$ cat src/rtl/pf_pkg.sv
package pf_pkg;

   typedef enum logic [1:0] {
      MOVE_HOLD = 2'd0,
      MOVE_UP   = 2'd1,
      MOVE_DOWN = 2'd2
   } deg_move_e;

   // Decide the depth move for a finished window; cross-multiplied, no divider.
   function automatic deg_move_e judge_window(input int unsigned useful,
                                              input int unsigned win,
                                              input int unsigned hi_pct,
                                              input int unsigned lo_pct);
      if (useful * 100 > hi_pct * win)
         return MOVE_UP;
      else if (useful * 100 < lo_pct * win)
         return MOVE_DOWN;
      return MOVE_HOLD;
   endfunction

endpackage

$ cat src/rtl/pf_directory.sv
module pf_directory #(
   parameter int ADDR_W = 6
) (
   input  logic              clk,
   input  logic              rst_n,
   input  logic              dem_en,
   input  logic [ADDR_W-1:0] dem_addr,
   input  logic              fill_en,
   input  logic [ADDR_W-1:0] fill_addr,
   input  logic              inv_en,
   input  logic [ADDR_W-1:0] inv_addr,
   input  logic [ADDR_W-1:0] probe_addr,
   output logic              probe_present,
   output logic              dem_tag,
   input  logic [ADDR_W-1:0] lk_addr,
   output logic              lk_present,
   output logic              lk_tag
);
   localparam int NBLK = 1 << ADDR_W;

   logic [NBLK-1:0] present_q;
   logic [NBLK-1:0] tag_q;

   // Demand reference wins over invalidate, which wins over a prefetch fill.
   always_ff @(posedge clk or negedge rst_n) begin
      if (!rst_n) begin
         present_q <= '0;
         tag_q     <= '0;
      end else begin
         for (int i = 0; i < NBLK; i++) begin
            if (dem_en && dem_addr == ADDR_W'(i)) begin
               present_q[i] <= 1'b1;
               tag_q[i]     <= 1'b0;
            end else if (inv_en && inv_addr == ADDR_W'(i)) begin
               present_q[i] <= 1'b0;
               tag_q[i]     <= 1'b0;
            end else if (fill_en && fill_addr == ADDR_W'(i)) begin
               present_q[i] <= 1'b1;
               tag_q[i]     <= 1'b1;
            end
         end
      end
   end

   assign probe_present = present_q[probe_addr];
   assign dem_tag       = tag_q[dem_addr];
   assign lk_present    = present_q[lk_addr];
   assign lk_tag        = tag_q[lk_addr];

   AST_DEMAND_MARKS: assert property (@(posedge clk) disable iff (!rst_n)
      dem_en |=> (present_q[$past(dem_addr)] && !tag_q[$past(dem_addr)]));

endmodule

$ cat src/rtl/pf_queue.sv
module pf_queue #(
   parameter int ADDR_W = 6,
   parameter int DEPTH  = 4
) (
   input  logic              clk,
   input  logic              rst_n,
   input  logic              push,
   input  logic [ADDR_W-1:0] push_addr,
   output logic              full,
   input  logic [ADDR_W-1:0] probe_addr,
   output logic              probe_hit,
   output logic              out_valid,
   output logic [ADDR_W-1:0] out_addr,
   input  logic              out_ready
);
   localparam int CNT_W = $clog2(DEPTH + 1);

   logic [ADDR_W-1:0] slot_q [DEPTH];
   logic [CNT_W-1:0]  cnt_q;
   logic              do_pop;
   logic [CNT_W-1:0]  wr_idx;

   assign out_valid = (cnt_q != '0);
   assign out_addr  = slot_q[0];
   assign full      = (cnt_q == CNT_W'(DEPTH));
   assign do_pop    = out_valid && out_ready;
   assign wr_idx    = do_pop ? cnt_q - CNT_W'(1) : cnt_q;

   always_comb begin
      probe_hit = 1'b0;
      for (int i = 0; i < DEPTH; i++)
         if (CNT_W'(i) < cnt_q && slot_q[i] == probe_addr)
            probe_hit = 1'b1;
   end

   always_ff @(posedge clk or negedge rst_n) begin
      if (!rst_n) begin
         cnt_q <= '0;
         for (int i = 0; i < DEPTH; i++)
            slot_q[i] <= '0;
      end else begin
         if (do_pop)
            for (int i = 0; i < DEPTH - 1; i++)
               slot_q[i] <= slot_q[i+1];
         if (push)
            for (int i = 0; i < DEPTH; i++)
               if (wr_idx == CNT_W'(i))
                  slot_q[i] <= push_addr;
         cnt_q <= cnt_q + CNT_W'(push) - CNT_W'(do_pop);
      end
   end

   AST_HEAD_HOLD: assert property (@(posedge clk) disable iff (!rst_n)
      (out_valid && !out_ready) |=> (out_valid && $stable(out_addr)));

   for (genvar gi = 0; gi < DEPTH; gi++) begin : g_uniq_i
      for (genvar gj = gi + 1; gj < DEPTH; gj++) begin : g_uniq_j
         AST_NO_TWIN: assert property (@(posedge clk) disable iff (!rst_n)
            (cnt_q > CNT_W'(gj)) |-> (slot_q[gi] != slot_q[gj]));
      end
   end

endmodule

$ cat src/rtl/pf_degree_ctl.sv
module pf_degree_ctl
   import pf_pkg::*;
#(
   parameter int MAX_DEG       = 4,
   parameter int WIN_LEN       = 8,
   parameter int HI_PCT        = 75,
   parameter int LO_PCT        = 25,
   parameter int REVIVE_MISSES = 4,
   localparam int DEG_W        = $clog2(MAX_DEG + 1)
) (
   input  logic             clk,
   input  logic             rst_n,
   input  logic             issued,
   input  logic             useful,
   input  logic             miss,
   output logic [DEG_W-1:0] degree
);
   localparam int WIN_W = $clog2(WIN_LEN + 1);
   localparam int REV_W = $clog2(REVIVE_MISSES + 1);

   logic [DEG_W-1:0] deg_q;
   logic [WIN_W-1:0] iss_q;
   logic [WIN_W-1:0] use_q;
   logic [REV_W-1:0] miss_q;
   logic             win_done;
   deg_move_e        move;

   assign win_done = (iss_q == WIN_W'(WIN_LEN));
   assign move     = judge_window(32'(use_q), WIN_LEN, HI_PCT, LO_PCT);
   assign degree   = deg_q;

   always_ff @(posedge clk or negedge rst_n) begin
      if (!rst_n) begin
         deg_q  <= DEG_W'(1);
         iss_q  <= '0;
         use_q  <= '0;
         miss_q <= '0;
      end else begin
         if (win_done) begin
            iss_q <= WIN_W'(issued);
            use_q <= WIN_W'(useful);
            if (move == MOVE_UP && deg_q != DEG_W'(MAX_DEG))
               deg_q <= deg_q + DEG_W'(1);
            else if (move == MOVE_DOWN && deg_q != '0)
               deg_q <= deg_q - DEG_W'(1);
         end else begin
            iss_q <= iss_q + WIN_W'(issued);
            if (useful && use_q != WIN_W'(WIN_LEN))
               use_q <= use_q + WIN_W'(1);
         end
         if (deg_q == '0) begin
            if (miss) begin
               if (miss_q == REV_W'(REVIVE_MISSES - 1)) begin
                  deg_q  <= DEG_W'(1);
                  miss_q <= '0;
               end else begin
                  miss_q <= miss_q + REV_W'(1);
               end
            end
         end else begin
            miss_q <= '0;
         end
      end
   end

   AST_DEG_LIMIT: assert property (@(posedge clk) disable iff (!rst_n)
      deg_q <= DEG_W'(MAX_DEG));
   AST_DEG_STEP: assert property (@(posedge clk) disable iff (!rst_n)
      !$stable(deg_q) |-> ((deg_q == $past(deg_q) + DEG_W'(1)) ||
                           ($past(deg_q) == deg_q + DEG_W'(1))));
   AST_WIN_BOUND: assert property (@(posedge clk) disable iff (!rst_n)
      iss_q <= WIN_W'(WIN_LEN));

endmodule

$ cat src/rtl/adapt_seq_prefetch.sv
module adapt_seq_prefetch
   import pf_pkg::*;
#(
   parameter int ADDR_W        = 6,
   parameter int QUEUE_DEPTH   = 4,
   parameter int MAX_DEG       = 4,
   parameter int WIN_LEN       = 8,
   parameter int HI_PCT        = 75,
   parameter int LO_PCT        = 25,
   parameter int REVIVE_MISSES = 4,
   localparam int DEG_W        = $clog2(MAX_DEG + 1)
) (
   input  logic              clk,
   input  logic              rst_n,
   input  logic              acc_valid,
   input  logic [ADDR_W-1:0] acc_addr,
   input  logic              acc_hit,
   input  logic              inv_valid,
   input  logic [ADDR_W-1:0] inv_addr,
   input  logic [ADDR_W-1:0] lk_addr,
   output logic              lk_present,
   output logic              lk_tag,
   output logic              pf_valid,
   output logic [ADDR_W-1:0] pf_addr,
   input  logic              pf_ready,
   output logic [DEG_W-1:0]  pf_degree
);
   initial begin : elab_checks
      assert (ADDR_W >= 2 && ADDR_W <= 12) else $error("ADDR_W out of range");
      assert (QUEUE_DEPTH >= 2) else $error("QUEUE_DEPTH must be at least 2");
      assert (MAX_DEG >= 1 && MAX_DEG < (1 << ADDR_W)) else $error("MAX_DEG out of range");
      assert (WIN_LEN >= 1) else $error("WIN_LEN must be positive");
      assert (LO_PCT <= HI_PCT && HI_PCT <= 100) else $error("thresholds out of order");
      assert (REVIVE_MISSES >= 1) else $error("REVIVE_MISSES must be positive");
   end

   logic              acc_tag;
   logic              trig, useful, miss;
   logic              wk_busy;
   logic [ADDR_W-1:0] wk_base;
   logic [DEG_W-1:0]  wk_off, wk_lim;
   logic [ADDR_W-1:0] cand;
   logic              cand_present, cand_queued, skip;
   logic              q_full, q_push, wk_step, pf_take;
   logic [DEG_W-1:0]  deg_now;

   assign trig    = acc_valid && (!acc_hit || acc_tag);
   assign useful  = acc_valid && acc_hit && acc_tag;
   assign miss    = acc_valid && !acc_hit;
   assign pf_take = pf_valid && pf_ready;
   assign cand    = wk_base + ADDR_W'(wk_off);
   assign skip    = cand_present || cand_queued;
   assign q_push  = wk_busy && (deg_now != '0) && !skip && !q_full;
   assign wk_step = wk_busy && (skip || !q_full);
   assign pf_degree = deg_now;

   pf_directory #(.ADDR_W(ADDR_W)) u_dir (
      .clk(clk), .rst_n(rst_n),
      .dem_en(acc_valid), .dem_addr(acc_addr),
      .fill_en(pf_take), .fill_addr(pf_addr),
      .inv_en(inv_valid), .inv_addr(inv_addr),
      .probe_addr(cand), .probe_present(cand_present),
      .dem_tag(acc_tag),
      .lk_addr(lk_addr), .lk_present(lk_present), .lk_tag(lk_tag)
   );

   pf_queue #(.ADDR_W(ADDR_W), .DEPTH(QUEUE_DEPTH)) u_queue (
      .clk(clk), .rst_n(rst_n),
      .push(q_push), .push_addr(cand), .full(q_full),
      .probe_addr(cand), .probe_hit(cand_queued),
      .out_valid(pf_valid), .out_addr(pf_addr), .out_ready(pf_ready)
   );

   pf_degree_ctl #(
      .MAX_DEG(MAX_DEG), .WIN_LEN(WIN_LEN), .HI_PCT(HI_PCT),
      .LO_PCT(LO_PCT), .REVIVE_MISSES(REVIVE_MISSES)
   ) u_deg (
      .clk(clk), .rst_n(rst_n),
      .issued(pf_take), .useful(useful), .miss(miss),
      .degree(deg_now)
   );

   // Lookahead walker: one candidate per cycle, newest trigger wins.
   always_ff @(posedge clk or negedge rst_n) begin
      if (!rst_n) begin
         wk_busy <= 1'b0;
         wk_base <= '0;
         wk_off  <= '0;
         wk_lim  <= '0;
      end else if (trig && deg_now != '0) begin
         wk_busy <= 1'b1;
         wk_base <= acc_addr;
         wk_off  <= DEG_W'(1);
         wk_lim  <= deg_now;
      end else if (deg_now == '0) begin
         wk_busy <= 1'b0;
      end else if (wk_step) begin
         if (wk_off == wk_lim)
            wk_busy <= 1'b0;
         else
            wk_off <= wk_off + DEG_W'(1);
      end
   end

   AST_ZERO_QUIET: assert property (@(posedge clk) disable iff (!rst_n)
      (deg_now == '0 && !pf_valid) |=> !pf_valid);

endmodule

$ cat config.mk
export PLATFORM = sky130hd
export DESIGN_NAME = adapt_seq_prefetch
export DESIGN_NICKNAME = d
export VERILOG_FILES = /design/src/rtl/pf_pkg.sv /design/src/rtl/pf_directory.sv /design/src/rtl/pf_queue.sv /design/src/rtl/pf_degree_ctl.sv /design/src/rtl/adapt_seq_prefetch.sv
export SDC_FILE = /design/constraint.sdc
export NUM_CORES = 1
export LEC_CHECK = 0
export ABC_AREA = 1
export BUFFER_PORTS_ARGS = -buffer_cell sky130_fd_sc_hd__clkbuf_2
export CAP_MARGIN = 20
export CORE_MARGIN = 1.5
export CORE_UTILIZATION = 50
export CTS_CLUSTER_SIZE = 14
export DETAILED_ROUTE_END_ITERATION = 7
export GPL_TIMING_DRIVEN = 0
export PLACE_DENSITY = 0.75
export SYNTH_ARGS = -nofsm -noshare
export SYNTH_HDL_FRONTEND = slang
export SYNTH_HIERARCHICAL = 1
export SYNTH_SLANG_ARGS = --single-unit
$ cat constraint.sdc
create_clock -name clk -period 5 [get_ports clk]
set_input_delay 1 -clock clk [delete_from_list [all_inputs] [get_ports clk]]
set_output_delay 1 -clock clk [all_outputs]
set_load 0.1 [all_outputs]
==> impl_metrics.yaml <==
sta:
  fin_worst_skew_ps: 21.00
  maxSlewViolCount: 0
  setup_viol: 0
  period_share_pct: 94.43
  fin_crit_ps: 4721
  tightest_slew_ps: 1159
  slew_headroom_pct: 22.72
  fmax_mhz: 211.8
  timing_hold_violations_final: 0
  layout_setup_ws_ps: 278.5
  finalSetupTns_ps: 0
  rsz0062_at_grt: "no"
synthesis:
  synth-edff-count: 0
  ys_dominant_reg_cell: "dfrtp_1"
  synthArstFlopShare_pct: 100.0
  synth_top_family_by_area: "simple AND/OR/NAND/NOR gates"
  synthAdderAreaFrac_pct: 3.164
  yosys_warnings: 6
  synth_cells: 1977
  synthSimpleGateAreaFrac_pct: 41.66
  syn_area_um2: 12970
  yosysUniqueCellTypes: 50
  synth-seq-area-share_pct: 35.12
  syn_area_per_cell_um2: 6.560
  synthMuxAreaShare_pct: 0.5209
  yosys_register_bits: 182
  synth_nets: 2032
  synth_xor_area_share_pct: 1.148
  synth_compound_area_share_pct: 9.367
cells_and_area:
  finish.utilization_pct: 56.18
  final_area_um2: 14230
  mostFrequentLayoutCell: "nand2_1"
  final.fill_count: 2518
  layout.nets: 2087
  layout_common_cells: "nand2_1 (709), nor2_1 (279), nand3_1 (215), inv_1 (188), dfrtp_1 (181)"
  syn2layout_area_growth_pct: 9.704
  drive_gt1_share_pct: 9.344
route:
  route.detailed.drc: 7
  drt_wl_total_mm: 54.36
  wl_per_cell_um: 22.88
  postRouteAntennaNets: 0
  drtIter0Drc: 2048
  dr_total_vias: 14298
  vias_per_cell: 6.018
  drt_pre_antenna_iters: 8
floorplan:
  initial_core_util_pct: 51.21
  rows: 58
  dieHeight_um: 164.1
  die_w_um: 164.1
  dieArea_um2: 26920
  coreArea_um2: 25330
  io_pins: 36
critical_path:
  critical_path.endpoint_type: "flip-flop"
  required_ps: 5320
  cp.arrival_ps: 5050
  cp_max_fo: 10
  startpoint_type: "flip-flop"
  path_class: "flip-flop to flip-flop"
global_routing:
  grt_max_degree: 108
  grt_pass1_vias: 13297
  grt_antenna_before_repair: 1
  grt-ovfl-total: 0
  grt_pass1_wl_mm: 80.70
  grt_usage_pct: 41.40
clock_tree:
  cts_sinks: 182
  cts_max_path_buffers: 2
  cts.reportedPaths.clkPinSlew_ps: 70
  hold_buffers: 0
  cts_buffers: 17
  cts_tree: "yes"
  cts_max_level: 4
  clk_latency_ps: 450
  cts_root_buf: "clkbuf_16"
placement:
  preCtsSetupSlack_ps: -317.7
  place_hpwl_mm: 38.76
  port_buffers: 32
  place_area_um2: 13580
  routabilityCongestion: 1.050
worst_hold_path:
  hp-class: "flip-flop to flip-flop"
run_status:
  status: "finished with violations"
  violations: "DRC"
power_and_ir_drop:
  vdd_drop_max_v: 0.0004522
  p_total_uw: 9139
  power.density_nw_per_um2: 642.3
  leakagePower_uw: 0.007259
job:
  drv_cap: 0
## final timing paths
kind | startpoint | to | cells past startpoint | slack (ps)
worst max-delay path | wk_off[0] | u_queue/cnt_q[2] | 18 | 280
worst min-delay path | u_queue/slot_q[2] | u_queue/slot_q[2] | 2 | 500
worst min register to register | u_queue/slot_q[2] | u_queue/slot_q[2] | 2 | 500
worst max register to register | wk_off[0] | u_queue/cnt_q[2] | 18 | 280
min in group asynchronous | rst_n | u_deg/use_q[2] | 1 | 580
max in group asynchronous | rst_n | u_dir/present_q[11] | 2 | 3400
## cell usage after synthesis (all sizes together), types with 7 or more instances
cell type / number / area, µm²
nand2: 732 / 2849
nor2: 294 / 1194
nand3: 219 / 1131
inv: 208 / 785.8
dfrtp: 181 / 4529
o21ai: 52 / 260.3
buf: 49 / 297.8
a21oi: 34 / 173.9
ha: 28 / 350.3
nor3: 26 / 141.4
o211a: 22 / 220.2
o21a: 22 / 165.2
clkbuf: 21 / 78.83
o221ai: 20 / 175.2
o22ai: 15 / 93.84
xor2: 10 / 87.58
xnor2: 7 / 61.31
## state kept, by name (all words and copies together) (netlist names), 4 cells and up
name              cells
u_deg/use_q           4
u_queue/slot_q       18
u_dir/tag_q          64
u_queue/out_addr      6
wk_base               6
u_deg/iss_q           4
u_dir/present_q      64
## what timing repair did
| action | in CTS | in global routing |
|---|---|---|
| setup buffers | 0 | 0 |
| gates cloned | 0 | 0 |
| endpoints found under the setup margin | 8 | 1 |
| gates resized for setup | 2 | 1 |
## worst max-delay path: stages, from the launching register on
cell and delay, ps:
dfrtp_1 430, ha_1 240, fa_1 800, buf_2 390
clkbuf_1 570, nand3_1 150, nand3_1 160, nand2_1 140
nand2_1 90, nand3_1 70, nand3_1 70, nand2_1 70
nor2_1 120, inv_1 70, nor3_2 400, ha_1 230
inv_1 60, fa_1 400, xor2_1 170
## kinds of logic after synthesis
group,count (synthesis)
buffers and inverters,280
adder cells (fa/ha/maj),31
XOR/XNOR,17
flip-flops,182
multiplexers,6
AND/OR/NAND/NOR,1282
AO/OA/AOI/OAI,179
## metal layers
layer	wire length, µm	GRT usage (%)	share of wire [%]
met3	7296	12.95	13
met1	20910	53.58	38
met5	0	0	0
met4	3515	24.01	6.5
met2	22640	60.72	42
## report_power, final
part	total (µW)	switching [µW]	leakage, µW	internal (µW)
Combinational	5110	3540	0.00464	1570
Sequential	2590	597	0.00233	1990
Clock	1440	671	0.000287	771
## stage by stage
stage | instances | hold slack (ps)
after global placement | 2339 | 463.3
after detailed placement | 2340 | 466.0
after CTS | 2371 | 485.8
after floorplan | 1977 | 448.9
after global routing | 2374 | 535.1
final | 2376 | 496.0
## cell type report
cell class,count,area (µm²),share of cell area [%]
sequential,182,4556,32.02
buffer,70,376.6,2.647
clock inverter,12,141.4,0.9937
timing repair buffer,36,222.7,1.565
multi-input combinational,1515,7268,51.08
clock buffer,19,452.9,3.183
inverter,210,793.3,5.575
tap,330,412.9,2.902
antenna,2,5.005,0.03517
Note: power is estimated with default switching activity, not from simulation.
